## src/rtl/casc_counter_pkg.sv

```systemverilog
package casc_counter_pkg;

  typedef enum logic [1:0] {
    OP_HOLD  = 2'd0,
    OP_COUNT = 2'd1,
    OP_LOAD  = 2'd2
  } cnt_op_t;

endpackage

```

## src/rtl/casc_counter_ctrl.sv

```systemverilog
module casc_counter_ctrl
  import casc_counter_pkg::*;
(
  input  logic    load_n,
  input  logic    en_local,
  input  logic    en_chain,
  output cnt_op_t op
);

  // Load outranks counting; reset is handled in the register itself.
  always_comb begin
    if (!load_n)                     op = OP_LOAD;
    else if (en_local && en_chain)   op = OP_COUNT;
    else                             op = OP_HOLD;
  end

endmodule

```

## src/rtl/casc_counter_reg.sv

```systemverilog
module casc_counter_reg
  import casc_counter_pkg::*;
#(
  parameter int WIDTH     = 4,
  parameter bit ASYNC_RST = 1'b1
) (
  input  logic             clk,
  input  logic             rst_n,
  input  cnt_op_t          op,
  input  logic [WIDTH-1:0] preset_val,
  output logic [WIDTH-1:0] count_q
);

  logic [WIDTH-1:0] count_d;

  always_comb begin
    case (op)
      OP_LOAD:  count_d = preset_val;
      OP_COUNT: count_d = count_q + WIDTH'(1);
      default:  count_d = count_q;
    endcase
  end

  generate
    if (ASYNC_RST) begin : g_async
      always_ff @(posedge clk or negedge rst_n) begin
        if (!rst_n) count_q <= '0;
        else        count_q <= count_d;
      end


      async_clear_chk: assert property (@(posedge clk)
        !rst_n |-> count_q == '0);
    end else begin : g_sync
      always_ff @(posedge clk) begin
        if (!rst_n) count_q <= '0;
        else        count_q <= count_d;
      end


      sync_clear_chk: assert property (@(posedge clk)
        !rst_n |=> count_q == '0);
    end
  endgenerate

endmodule

```

## src/rtl/casc_counter_tc.sv

```systemverilog
module casc_counter_tc #(
  parameter int WIDTH = 4
) (
  input  logic [WIDTH-1:0] count_q,
  input  logic             en_chain,
  output logic             term_cnt
);

  localparam logic [WIDTH-1:0] TOP_VAL = {WIDTH{1'b1}};

  assign term_cnt = en_chain && (count_q == TOP_VAL);

endmodule

```

## src/rtl/casc_counter.sv

```systemverilog
module casc_counter
  import casc_counter_pkg::*;
#(
  parameter int WIDTH     = 4,
  parameter bit ASYNC_RST = 1'b1
) (
  input  logic             clk,
  input  logic             rst_n,
  input  logic             load_n,
  input  logic             en_local,
  input  logic             en_chain,
  input  logic [WIDTH-1:0] preset_val,
  output logic [WIDTH-1:0] count_q,
  output logic             term_cnt
);

  localparam logic [WIDTH-1:0] ALL_ONES = {WIDTH{1'b1}};

  cnt_op_t op;

  casc_counter_ctrl ctrl_i (
    .load_n   (load_n),
    .en_local (en_local),
    .en_chain (en_chain),
    .op       (op)
  );

  casc_counter_reg #(
    .WIDTH     (WIDTH),
    .ASYNC_RST (ASYNC_RST)
  ) reg_i (
    .clk        (clk),
    .rst_n      (rst_n),
    .op         (op),
    .preset_val (preset_val),
    .count_q    (count_q)
  );

  casc_counter_tc #(
    .WIDTH (WIDTH)
  ) tc_i (
    .count_q  (count_q),
    .en_chain (en_chain),
    .term_cnt (term_cnt)
  );


  load_takes_preset_chk: assert property (@(posedge clk) disable iff (!rst_n)
    !load_n |=> count_q == $past(preset_val));


  count_steps_chk: assert property (@(posedge clk) disable iff (!rst_n)
    (load_n && en_local && en_chain) |=> count_q == $past(count_q) + WIDTH'(1));


  hold_stable_chk: assert property (@(posedge clk) disable iff (!rst_n)
    (load_n && !(en_local && en_chain)) |=> $stable(count_q));


  tc_needs_chain_chk: assert property (@(posedge clk) disable iff (!rst_n)
    !en_chain |-> !term_cnt);


  tc_needs_top_chk: assert property (@(posedge clk) disable iff (!rst_n)
    term_cnt |-> count_q == ALL_ONES);

endmodule

```

## config.mk

```make
export PLATFORM = sky130hd
export DESIGN_NAME = casc_counter
export DESIGN_NICKNAME = d
export VERILOG_FILES = /design/src/rtl/casc_counter_pkg.sv /design/src/rtl/casc_counter_ctrl.sv /design/src/rtl/casc_counter_reg.sv /design/src/rtl/casc_counter_tc.sv /design/src/rtl/casc_counter.sv
export SDC_FILE = /design/constraint.sdc
export NUM_CORES = 1
export LEC_CHECK = 0
export ABC_CLOCK_PERIOD_IN_PS = 1400
export BUFFER_PORTS_ARGS = -buffer_cell sky130_fd_sc_hd__buf_2
export CAP_MARGIN = 30
export CORE_AREA = 8 8 45 47
export CTS_CLUSTER_SIZE = 12
export DETAILED_ROUTE_END_ITERATION = 6
export DIE_AREA = 0 0 53 55
export MAX_ROUTING_LAYER = met4
export PLACE_DENSITY = 0.38
export SYNTH_ARGS = -nofsm -noshare
export SYNTH_HDL_FRONTEND = slang
export SYNTH_HIERARCHICAL = 1
export SYNTH_SLANG_ARGS = --single-unit
```

## constraint.sdc

```tcl
create_clock -name clk -period 1.4 [get_ports clk]
set_input_delay 0.07 -clock clk [delete_from_list [all_inputs] [get_ports clk]]
set_output_delay 0.07 -clock clk [all_outputs]
set_load 0.02 [all_outputs]
```

# == Yosys cells after proc, flatten, opt, wreduce, memory -nomap -nowiden ==
# Index checks and enable logic that the tools add are counted.
# word_totals
ff_bits,4
in_bits,9
out_inout_bits,5
wordCells,11
# classes
addsub,1
eq_ne,3
mux,3
n_reduce_logical,3
# op_table
operator,count
$pmux 4 s2,1
$add 4x1->4 const B,1
$eq 4x4->1 const B,1
$eq 2x1->1 const B,1
$eq 2x2->1 const B,1
$logic_and 1x1->1,2
$mux 2,1
$reduce_bool 2->1,1
$mux 1,1

# == Depth between registers and ports, before layout ==
# Gate-level depths: netlist of run 1.
# logic_depth
depth_word,5
depth_mapped,7
mapped_depth_nobuf,6

# == Cells and area by module ==
# The synthesis of run 1 kept the hierarchy.
# modules_own_cells
mod,n_inst,cells_per_inst,area_each_um2,seq_area_each_um2
casc_counter_reg,1,25,249.0,100.1
casc_counter_tc,1,3,12.5,0.0
casc_counter_ctrl,1,2,10.0,0.0

# == Worst setup path before layout of run 1 ==
# No wires, ideal clock.
# synth_path
kind,in2reg
startpoint,input load_n
endpoint,register reg_i.count_q[3]
setup_time_ns,0.069
arrival_ns,1.220
t_required_ns,1.331
path_slack_ns,0.111
stages,5
n_path_buf,1
path_cell_list,and3_1 > ha_1 > buf_6 > or4b_1 > nand3_1
# synth_via
elab_chain_cells,3
elab_cells_between_ends,5
cone_classes,2 x eq/ne; 2 x mux; 1 x reduce/logical
# synth_lines
item,line_no,text
from (decl),casc_counter.sv:9,"input logic load_n,"
$mux 2 (*),casc_counter_ctrl.sv:12,if (!load_n) op = OP_LOAD;
$eq 2x1->1 / $eq 2x2->1 (equally long branches),casc_counter_reg.sv:17,case (op)
$pmux 4 s2 / $reduce_bool 2->1 (equally long branches),-,
to (signal assigned),casc_counter_reg.sv:28,else count_q <= count_d;
to (decl),casc_counter_reg.sv:11,output logic [WIDTH-1:0] count_q
# Every way passes the cells marked *; elsewhere a longest branch is shown, timed or not.
# A chain may end at the register's enable or synchronous reset.

# == Final worst setup path of run 1 ==
# layout_path
startpoint,register reg_i.count_q[2]
endpoint,register reg_i.count_q[3]
# layout_via
elab_chain_cells,2
# layout_lines
item,line_no,text
$add 4x1->4,casc_counter_reg.sv:19,OP_COUNT: count_d = count_q + WIDTH'(1);
$pmux 4 s2,casc_counter_reg.sv:17,
# Every way passes these cells.

==> impl_metrics.toml, run 1 <==
[status]
outcome = "finished, final reports clean"

[clock_network]
cts.sink_count = 4
cts_buffers = 3
cts_tree = "done"
clock_latency_ns = 0.23
path_clk_slew_ns = 0.03
cts.path.max_buffers = 2
cts_root_buffer = "clkbuf_4"
cts_max_level = 1

[die]
die_w_um = 53
rows = 14
dieArea_mm2 = 0.002915
ios = 14
core_mm2 = 0.001384
start_util_pct = 19.62
die_h_um = 55

[critical_path]
slowest_stage = "or4b_1"
crit_chain = "nand3_1 -> or4b_1 -> nand3_1"
cp.required_ns = 1.56
arrival_ns = 1.35
start_kind = "register"
cp_top_family = "simple AND/OR/NAND/NOR gates"
criticalPathCategory = "register to register"
path_max_fanout = 6
critPathBufInv = 0
crit_top_cell = "nand3_1"
worst_path_largest_cell_delay_ns = 0.48
critPathCaptureType = "register"

[detailed_routing]
routed_wl_um = 704
drt_first_pass_iters = 2
wire_per_inst_um = 11.17
drtAntennaViolNets = 0
viasPerCell = 4.190
drc = 0
drtIter0Drc = 1
via_count = 264

[final_layout]
nets = 60
largest_reg_flops = 4
reg_top3 = "reg_i/count_q x4"
top_register = "reg_i/count_q"
drive_above_1_share_pct = 36.17
diodes = 0
final_cells = 63
syn_to_final_growth_pct = 41.94
final_area_um2 = 385.4

[synth]
synth_seq_cells = 4
netlist-cell-type-count = 12
yosys_warnings = 6
syn_inst = 30
ys_seq_area_share_pct = 36.87
synth_area_per_cell_um2 = 9.050
mappedNetlistArea_um2 = 271.5
syn_nets = 41

[placed_design]
io_buffers = 13
dpl.hpwl_um = 600.5
post-place-cells = 59
postPlaceCellArea_um2 = 352.8
gp_congestion = 0.6925

[global_route]
grt_pass1_wl_um = 1235
grt_pass1_vias = 283
gr-usage-all-layers_pct = 6.141
grt_max_degree = 8
gr-total-overflow = 0
antenna_found_initial = 0

[power_and_ir_drop]
power_density_mw_per_mm2 = 1074
irDropWorstVdd_uv = 333.4
leakage_nw = 0.2080

[timing]
hold_viol_final = 0
slew_violations = 0
max_freq_mhz = 840.4
worst_slew_pin_slew_ns = 0.1920
setup_tns_ns = 0
setup_viol = 0
slew_headroom_pct = 87.06
fin_crit_ns = 1.190
skew_ns = 0.002192
fin_crit_sh_pct = 85.00
rsz0062_at_grt = "no"

[flow_run]
cap_violations = 0

[worst_hold_path]
hp-class = "input port to register"
==> logic make-up after synthesis <==
group           share of synthesized area (%)
mux                                     14.75
simple gates                            20.28
buf+inv                                 9.676
compound gates                          9.215
flops                                   36.87
fa+ha+maj                               9.215
==> power by group <==
| group | total [mW] | internal, mW | switching [mW] |
|---|---|---|---|
| logic | 0.118 | 0.0521 | 0.0659 |
| clock network | 0.139 | 0.0956 | 0.0430 |
| registers | 0.157 | 0.134 | 0.0231 |
| total | 0.414 | 0.282 | 0.132 |
==> synth_stat cells, drive strengths merged <==
master	number	area (um2)
dfrtp	4	100.1
inv	4	15.01
mux2i	4	40.04
nand3	4	20.02
nor2	3	11.26
a22oi	2	15.01
ha	2	25.02
nand2	2	7.510
o21ai	2	10.01
and3	1	6.260
buf	1	11.26
or4b	1	10.01
==> layout make-up <==
class                           count  area (um2)
Clock buffer                        3       22.52
Sequential cell                     4       100.1
Multi-Input combinational cell     21       145.1
Fill cell                         166       998.5
Inverter                            4       15.01
Tap cell                           16       20.02
Timing Repair Buffer               15       82.58
==> through the flow <==
| step | hold slack, ns | setup slack (ns) | utilization (%) | power, mW |
|---|---|---|---|---|
| global route | 0.1025 | 0.1350 | 27.85 | 0.4596 |
| floorplan | -0.2256 | 0.1107 | - | 0.2319 |
| global placement | -0.1205 | 0.07213 | 25.50 | 0.2762 |
| detailed placement | -0.1197 | 0.07390 | 25.50 | 0.2769 |
| finish | 0.09244 | 0.2101 | 27.85 | 0.4139 |
| CTS | 0.08061 | 0.2165 | 27.85 | 0.4279 |
==> worst register-to-register path, cell delays in order, from the launching register on <==
cell,delay (ns)
dfrtp_1,0.42
nand3_1,0.12
or4b_1,0.48
nand3_1,0.11
==> placed cells by master, fill, tap and decap left out <==
cell type	synthesis	layout
nor2_1	3	3
dlygate4sd3_1	0	1
o21ai_0	2	2
ha_1	2	2
nand2_1	2	2
mux2i_1	4	4
clkbuf_4	0	3
and3_1	1	1
a22oi_1	2	2
inv_1	4	4
dfrtp_1	4	4
or4b_1	1	1
buf_2	0	13
buf_4	0	1
nand3_1	4	4
==> metal layers <==
metal / vias up / part of all wire, % / track usage, %
met2: 8 / 46 / 8.789
li1: 139 / - / -
met5: - / 0 / -
met1: 115 / 43 / 5.632
met4: 0 / 1.7 / 6.466
met3: 2 / 9.4 / 3.209
==> repair_timing <==
| item | in CTS | in global routing |
|---|---|---|
| hold buffers | 1 | 0 |
| gates resized for setup | 0 | 0 |
| endpoints found under the setup margin | 0 | 0 |
| setup buffers | 0 | 0 |
| endpoints found under the hold margin | 4 | 0 |
==> path summary, 6_finish.rpt <==
| kind | end | cells after the start | slack (ns) | start |
|---|---|---|---|---|
| worst max-delay path | reg_i/count_q[3] | 3 | 0.21 | reg_i/count_q[2] |
| worst min-delay path | reg_i/count_q[2] | 3 | 0.09 | preset_val[2] |
| worst max register to register | reg_i/count_q[3] | 3 | 0.21 | reg_i/count_q[2] |
| worst min register to register | reg_i/count_q[1] | 2 | 0.58 | reg_i/count_q[1] |
| max in group asynchronous | reg_i/count_q[2] | 2 | 1.10 | rst_n |
| min in group asynchronous | reg_i/count_q[1] | 2 | 0.18 | rst_n |
(Power assumes the default switching activity.)
==> run 2: changes to the inputs <==
- ABC_CLOCK_PERIOD_IN_PS: 1400 -> 1200
- clock period: 1.4 -> 1.2 ns (I/O delays scaled with it)
==> run 2 against run 1 <==
Against the previous run:
- sequential share of layout area is 1.1 points lower
- sequential power is 17% higher
- register-to-register slack worse by 0.16 ns
- die area stayed put
- sequential cell count stayed put
- critical path type unchanged
- critical endpoint unchanged
- largest cell class unchanged
- highest routed layer is now met3
==> impl_metrics.toml, run 2 (same netlist as run 1, synthesis figures left out) <==
[status]
outcome = "finished, final reports clean"

[worst_hold_path]
whs_path_depth = 3
hp-class = "input port to register"

[timing]
setup_tns_ns = 0
fin_crit_ns = 1.149
fin_crit_sh_pct = 95.75
slew_headroom_pct = 88.34
max_freq_mhz = 870.3
skew_ns = 0.006116
slew_violations = 0
rsz0062_at_grt = "no"
setup_viol = 0
worst_slew_pin_slew_ns = 0.1731
setup_slack_ns = 0.05099
hold_viol_final = 0

[critical_path]
critPathBufInv = 0
cp_num_cells = 3
crit_chain = "nand3_1 -> or4b_1 -> nand3_1"
critPathCaptureType = "register"
crit_top_cell = "nand3_1"
worstRegToRegCells = 3
criticalPathCategory = "register to register"
cp_top_family = "simple AND/OR/NAND/NOR gates"
arrival_ns = 1.31
cp.required_ns = 1.36
slowest_stage = "or4b_1"
worst_path_largest_cell_delay_ns = 0.51
path_max_fanout = 5
start_kind = "register"

[die]
die_h_um = 55
die_w_um = 53
start_util_pct = 19.62
ios = 14
rows = 14
dieArea_mm2 = 0.002915
core_mm2 = 0.001384

[clock_network]
cts_root_buffer = "clkbuf_4"
cts.sink_count = 4
clock_latency_ns = 0.23
cts_max_level = 1
cts_setup_buffers = 0
path_clk_slew_ns = 0.04
cts_tree = "done"
cts_buffers = 3
cts_resized = 0
cts.path.max_buffers = 2

[power_and_ir_drop]
irDropWorstVdd_uv = 526.5
leakage_nw = 0.2087
power_density_mw_per_mm2 = 1247

[global_route]
grt_pass1_wl_um = 1173
gr-total-overflow = 0
grt_max_degree = 7
grt_pass1_vias = 273
gr-usage-all-layers_pct = 5.806
antenna_found_initial = 0

[detailed_routing]
drtAntennaViolNets = 0
wire_per_inst_um = 11.00
drt_first_pass_iters = 2
drc = 0
viasPerCell = 4.185
drtIter0Drc = 5
via_count = 272
routed_wl_um = 715

[final_layout]
final_area_um2 = 417.9
fillers = 153
nets = 61
final_common_cell = "buf_2"
top_register = "reg_i/count_q"
largest_reg_flops = 4
syn_to_final_growth_pct = 53.92
final_cells = 65
diodes = 0
drive_above_1_share_pct = 46.94
final_cell_mix = "buf_2 (13), inv_1 (4), mux2i_1 (4), nand3_1 (4)"
reg_top3 = "reg_i/count_q x4"

[placed_design]
post-place-cells = 60
io_buffers = 13
preCtsSetupSlack_ns = 0.01796
postPlaceCellArea_um2 = 381.6
gp_congestion = 0.6854

[flow_run]
cap_violations = 0
run 2: cell types whose count changed in the layout (fill, tap and decap cells not counted):
cell | before | now
dfrtp_1 | 4 | 1
dfrtp_2 | 0 | 3
and3_1 | 1 | 0
and3_4 | 0 | 1
buf_4 | 1 | 2
clkbuf_1 | 0 | 1
ha_1 | 2 | 1
ha_4 | 0 | 1
run 2: routing by layer:
| layer | part of all wire, % | track usage (%) | vias up |
|---|---|---|---|
| li1 | - | - | 142 |
| met1 | 47 | 6.402 | 121 |
| met2 | 45 | 7.617 | 9 |
| met3 | 7.8 | 5.080 | 0 |
| met4 | 0 | 1.293 | 0 |
| met5 | 0 | - | - |
run 2: path summary, 6_finish.rpt:
path / endpoint / startpoint / slack (ns)
max: reg_i/count_q[3] / reg_i/count_q[1] / 0.05
min: reg_i/count_q[2] / preset_val[2] / 0.07
max reg2reg: reg_i/count_q[3] / reg_i/count_q[1] / 0.05
min reg2reg: reg_i/count_q[1] / reg_i/count_q[1] / 0.56
max in group asynchronous: reg_i/count_q[2] / rst_n / 0.90
min in group asynchronous: reg_i/count_q[1] / rst_n / 0.16
run 2: stage by stage:
step | util (%) | hold slack (ns) | power (mW)
final | 30.20 | 0.07377 | 0.5213
after global routing | 30.20 | 0.06561 | 0.5762
after CTS | 30.20 | 0.07008 | 0.5379
after detailed placement | 27.58 | -0.1316 | 0.3430
after global placement | 27.58 | -0.1298 | 0.3429
after floorplan | - | -0.2356 | 0.2787
run 2: cell type report:
| cell class | count | area [um2] | area share (%) |
|---|---|---|---|
| repair buffers | 16 | 90.09 | 21.56 |
| well taps | 16 | 20.02 | 4.790 |
| clock buffers | 4 | 26.28 | 6.287 |
| flip-flops and latches | 4 | 103.9 | 24.85 |
| multi-input cells | 21 | 162.7 | 38.92 |
| inverters | 4 | 15.01 | 3.593 |
run 2: worst register-to-register path, stage by stage, from the launching register on:
cell and delay (ns):
dfrtp_2 0.39, nand3_1 0.10, or4b_1 0.51, nand3_1 0.08
run 2: what timing repair did:
item	4_1_cts	5_1_grt
hold endpoints to repair	4	0
setup endpoints to repair	0	0
hold buffers	1	0
run 2: where the power goes:
part,leakage [nW],switching (mW),internal [mW]
registers,0.0449,0.0233,0.159
logic,0.149,0.0836,0.0737
clock network,0.0150,0.0566,0.125
total,0.209,0.163,0.358
